<file path="config.mk">
export PLATFORM = sky130hd
export DESIGN_NAME = agu_ea_gen
export DESIGN_NICKNAME = d
export VERILOG_FILES = /design/src/rtl/agu_ea_gen.sv
export SDC_FILE = /design/constraint.sdc
export NUM_CORES = 1
export LEC_CHECK = 0
export BUFFER_PORTS_ARGS = -buffer_cell sky130_fd_sc_hd__buf_2
export CAP_MARGIN = 20
export CELL_PAD_IN_SITES_DETAIL_PLACEMENT = 1
export CELL_PAD_IN_SITES_GLOBAL_PLACEMENT = 2
export CORE_MARGIN = 4
export CORE_UTILIZATION = 30
export DETAILED_ROUTE_END_ITERATION = 16
export GPL_ROUTABILITY_DRIVEN = 0
export PLACE_DENSITY = 0.83
export SLEW_MARGIN = 25
export SYNTH_ARGS = -nofsm -noshare
export SYNTH_HDL_FRONTEND = slang
export SYNTH_SLANG_ARGS = --single-unit
export TNS_END_PERCENT = 5
</file>
<file path="constraint.sdc">
create_clock -name clk -period 1.25 [get_ports clk]
set_clock_uncertainty 0.1 [all_clocks]
set_input_delay 0.25 -clock clk [delete_from_list [all_inputs] [get_ports clk]]
set_output_delay 0.25 -clock clk [all_outputs]
set_load 0.005 [all_outputs]
</file>
<file path="src/rtl/agu_ea_gen.sv">
module agu_ea_gen #(
  parameter int ADDR_W  = 32,
  parameter int SHORT_W = 8,
  parameter int SEL_W   = 3,
  parameter int SCALE_W = 2,
  parameter int SP_SEL  = 4
) (
  input  logic               clk,
  input  logic               rst_n,
  input  logic               in_valid,
  input  logic               base_en,
  input  logic [ADDR_W-1:0]  base_val,
  input  logic               index_en,
  input  logic [SEL_W-1:0]   index_sel,
  input  logic [ADDR_W-1:0]  index_val,
  input  logic [SCALE_W-1:0] scale_code,
  input  logic               disp_en,
  input  logic               disp_wide,
  input  logic [ADDR_W-1:0]  disp_val,
  input  logic [ADDR_W-1:0]  seg_base,
  output logic               out_valid,
  output logic [ADDR_W-1:0]  eff_addr,
  output logic [ADDR_W-1:0]  lin_addr,
  output logic               illegal
);

  localparam int EXT_W = ADDR_W - SHORT_W;

  logic              sp_hit;
  logic [ADDR_W-1:0] base_t, idx_t, disp_t, ea_d, la_d;

  assign sp_hit = index_en && (index_sel == SEL_W'(SP_SEL));
  assign base_t = base_en ? base_val : '0;
  assign idx_t  = (index_en && !sp_hit) ? (index_val << scale_code) : '0;
  assign disp_t = !disp_en  ? '0 :
                  disp_wide ? disp_val :
                  {{EXT_W{disp_val[SHORT_W-1]}}, disp_val[SHORT_W-1:0]};
  assign ea_d   = base_t + idx_t + disp_t;
  assign la_d   = seg_base + ea_d;

  always_ff @(posedge clk or negedge rst_n) begin
    if (!rst_n) begin
      out_valid <= 1'b0;
      eff_addr  <= '0;
      lin_addr  <= '0;
      illegal   <= 1'b0;
    end else begin
      out_valid <= in_valid;
      if (in_valid) begin
        eff_addr <= ea_d;
        lin_addr <= la_d;
        illegal  <= sp_hit;
      end
    end
  end

  a_r2_valid_rise: assert property (@(posedge clk) disable iff (!rst_n)
    in_valid |=> out_valid);
  a_r2_valid_fall: assert property (@(posedge clk) disable iff (!rst_n)
    !in_valid |=> !out_valid);
  a_r7_sp_flag: assert property (@(posedge clk) disable iff (!rst_n)
    (in_valid && index_en && index_sel == SEL_W'(SP_SEL)) |=> illegal);
  a_r7_no_index_no_flag: assert property (@(posedge clk) disable iff (!rst_n)
    (in_valid && !index_en) |=> !illegal);
  a_r8_linear_sum: assert property (@(posedge clk) disable iff (!rst_n)
    in_valid |=> (lin_addr - eff_addr) == $past(seg_base));
  a_r9_hold: assert property (@(posedge clk) disable iff (!rst_n)
    !in_valid |=> ($stable(eff_addr) && $stable(lin_addr) && $stable(illegal)));

endmodule

</file>
==> results by group <==
Clock network
  • CTS tree: built
  • Clock buffer depth: 2
  • Latest clock arrival within the worst-skew pair: 330 ps
  • CTS clk-pin slew, worst paths: 60 ps
  • H-tree depth: 3
  • Clk root buf: clkbuf_16
  • Num CTS Buffers: 9
  • TritonCTS Sinks: 66

Placed design
  • Cell Area, Placed: 0.0108 sq mm
  • Pre-CTS setup slack: -4670 ps
  • HPWL Detailed: 23.0 mm
  • Number of I/O port buffers: 205
  • DP Cell Count: 1570

Critical path
  • Critical Path End Type: flip-flop
  • Critical Path Fanout Max: 5
  • Reg2Reg Depth: 2
  • Crit start category: input pin
  • Critical setup path kind: in2reg
  • Req. time, crit path: 1410 ps
  • Worst EP arrival: 5510 ps
  • Flop2flop setup slack: 330 ps

Timing
  • Crit path time final: 5340 ps
  • Final Setup Violations: 64
  • Worst slew pin tran: 410 ps
  • Fin. max-slew vios: 0
  • RSZ-0062 raised after global routing: true
  • Period utilization: 428%
  • PnR worst setup slack: -4090 ps
  • Relative slew slack: 72.4%
  • FMAX: 187 MHz
  • WHS: 133 ps
  • Fin. Hold Viols: 0

Power and ir drop
  • Clock network power share: 16.5%
  • Sw Ratio: 38.6%
  • Worst vdd ir: 0.825 mV
  • Int Pwr: 11.2 mW
  • Pleak: 5.86 nW
  • Share of total power in combinational logic: 64.2%
  • NetSw: 7.01 mW
  • Pwr dens: 1540 mW/mm^2
  • Reg power frac: 19.3%

Global route
  • Gr ovfl total: 0
  • Gr usage total: 19.5%
  • Vias in the first global route: 8757
  • Largest net degree at the start of global routing: 67
  • Initial antenna violation count: 0
  • First-pass GRT wire length: 45.6 mm

Layout
  • Post-Route Utilization: 46.7%
  • Final std cells w/o fill: 1596
  • Synthesis-to-finish area growth: 53.3%
  • Diode count: 0
  • Final net count: 1495
  • Share of cells above drive strength 1: 49.8%
  • Post-route cell area: 0.0118 sq mm

Drt
  • DRT Wirelength: 27.8 mm
  • # DRC: 0
  • Met1 WL: 13.2 mm
  • Vias: 7948
  • DR WL/cell: 17.4 microns
  • WL met3: 1.11 mm
  • DR WL met2: 13.0 mm
  • ANT nets after route: 0
  • Initial DRC count: 201
  • DR pass1 iterations: 6
  • Highest routed layer: met4
  • Via density: 4.98

Run
  • Max_cap viols: 0

Synth
  • Yosys reg bits: 66
  • Synth Flop Type: dfrtp_1
  • Syn_nets: 1088
  • Post-synth EDFFs: 0
  • Cells after Synth: 854
  • Avg Cell Area, Syn: 9.02 sq um
  • Post-Syn Area: 0.00770 sq mm
  • Ys async rst share: 100%
  • Unique masters post-synth: 67
  • Ys Warns: 0
  • Area fraction of the dominant cell type after synthesis: 21.4%
  • Ranking of synthesized cells by area: dfrtp_1 21%, ha_1 9.9%, fa_1 8.6%
  • Post-synthesis sequential area ratio: 21.4%
  • Post-synth top area cell: dfrtp_1

Floorplanning
  • Starting Density: 30.5%
  • Rows: 58
  • Die Area: 0.0283 sq mm
  • Die height: 168 microns
  • Ports: 206
  • Die Wd: 168 microns
  • CORE AREA: 0.0253 sq mm

Min path
  • Hold path cells: 3
  • Worst min path class: in2reg

Status
  • Outcome: complete, but fails checks
  • Failing checks: negative setup slack
-- through the flow --
| step | power (mW) | TNS, ps |
|---|---|---|
| 2_1_floorplan | 9.08 | -169550 |
| 3_3_place_gp | 13.7 | -195500 |
| 3_5_place_dp | 14.1 | -203210 |
| 4_1_cts | 18.0 | -162600 |
| 5_1_grt | 19.7 | -175170 |
| 6_report | 18.2 | -166380 |
-- per-layer routing --
metal	GRT usage, %	vias up
li1	-	3862
met1	27.1	3859
met2	32.9	200
met3	2.09	27
met4	4.06	0
met5	0	-
-- placed cells by master, fill, tap and decap left out, types with 10 or more instances in the layout --
cell	instances
mux4_2	26
mux2_2	46
o21ai_1	19
a211oi_2	10
buf_2	202
xnor2_2	13
nand3_1	11
a21o_1	25
a21oi_1	35
a21oi_2	16
xnor2_1	20
nor2_1	40
o21ai_0	41
and2_1	34
o21a_1	11
nand2_1	97
dfrtp_1	66
ha_4	10
buf_4	214
inv_1	59
fa_1	29
ha_1	51
xor2_1	14
-- area by class of cell --
type                       instances  area [sq um]
clock buffer                      10           239
clock inverter                     6           114
fill                            3041         13500
inverter                          64           240
multi-input combinational        693          6370
sequential                        66          1650
tap                              330           413
timing repair buffer             427          2780
-- logic make-up after synthesis --
kind of cell    synth area share (%)
simple gates                    15.2
mux                             15.2
xor+xnor                        5.75
buf+inv                         4.63
fa+ha+maj                       18.5
flops                           21.4
compound gates                  19.3
-- cell usage after synthesis (all sizes together) (7+ instances only) --
master	count
clkbuf	29
inv	63
xnor2	33
nor3	11
o21bai	10
nor2	47
xor2	15
o21ai	62
dfrtp	66
nor2b	7
a21o	25
a31oi	8
fa	33
o31ai	7
ha	61
mux4	26
and2	37
and3	10
nand3	13
o21a	11
a211oi	16
a21oi	52
nand2	99
mux2	50
-- sequential cells by signal (all words and copies together) (netlist names) --
register	cells
eff_addr	32
illegal	1
lin_addr	32
out_valid	1
-- timing repair --
| action | 4_1_cts | 5_1_grt |
|---|---|---|
| endpoints found under the hold margin | 66 | 0 |
| cloned | 0 | 0 |
| endpoints found under the setup margin | 64 | 68 |
| setup buffers | 7 | 2 |
| pin swaps | 41 | 14 |
| gates resized for setup | 99 | 33 |
| hold buffers | 1 | 0 |
-- power groups by stage --
stage | combinational (mW) | sequential (mW) | clock (mW)
finish | 11.7 | 3.50 | 3.00
floorplan | 5.51 | 3.57 | 0
detailed placement | 10.6 | 3.54 | 0
global route | 12.8 | 3.63 | 3.19
CTS | 11.4 | 3.50 | 3.09
global placement | 10.2 | 3.52 | 0
-- path summary, 6_finish.rpt --
| kind | start | end |
|---|---|---|
| max in group asynchronous | rst_n | eff_addr[22] |
| worst max-delay path | index_sel[1] | lin_addr[31] |
| worst max register to register | eff_addr[26] | eff_addr[26] |
| worst min register to register | lin_addr[25] | lin_addr[25] |
| min in group asynchronous | rst_n | lin_addr[5] |
| worst min-delay path | index_sel[1] | illegal |
-- critical path: stages --
cell	delay (ps)
buf_6	90
or3b_4	430
and2_4	200
o211ai_1	110
fa_1	470
inv_2	120
ha_4	220
a211oi_4	220
o21bai_2	130
a211oi_4	350
buf_4	190
o31ai_4	70
a31o_4	260
a21bo_1	200
a211oi_2	190
nor2_2	80
ha_1	330
a21o_1	170
a21o_1	160
a21oi_2	160
nand3_1	110
a211oi_2	240
nor3_2	80
a2111oi_2	250
xnor3_1	260
a21oi_1	150
Power figures use the tool's default switching activity.
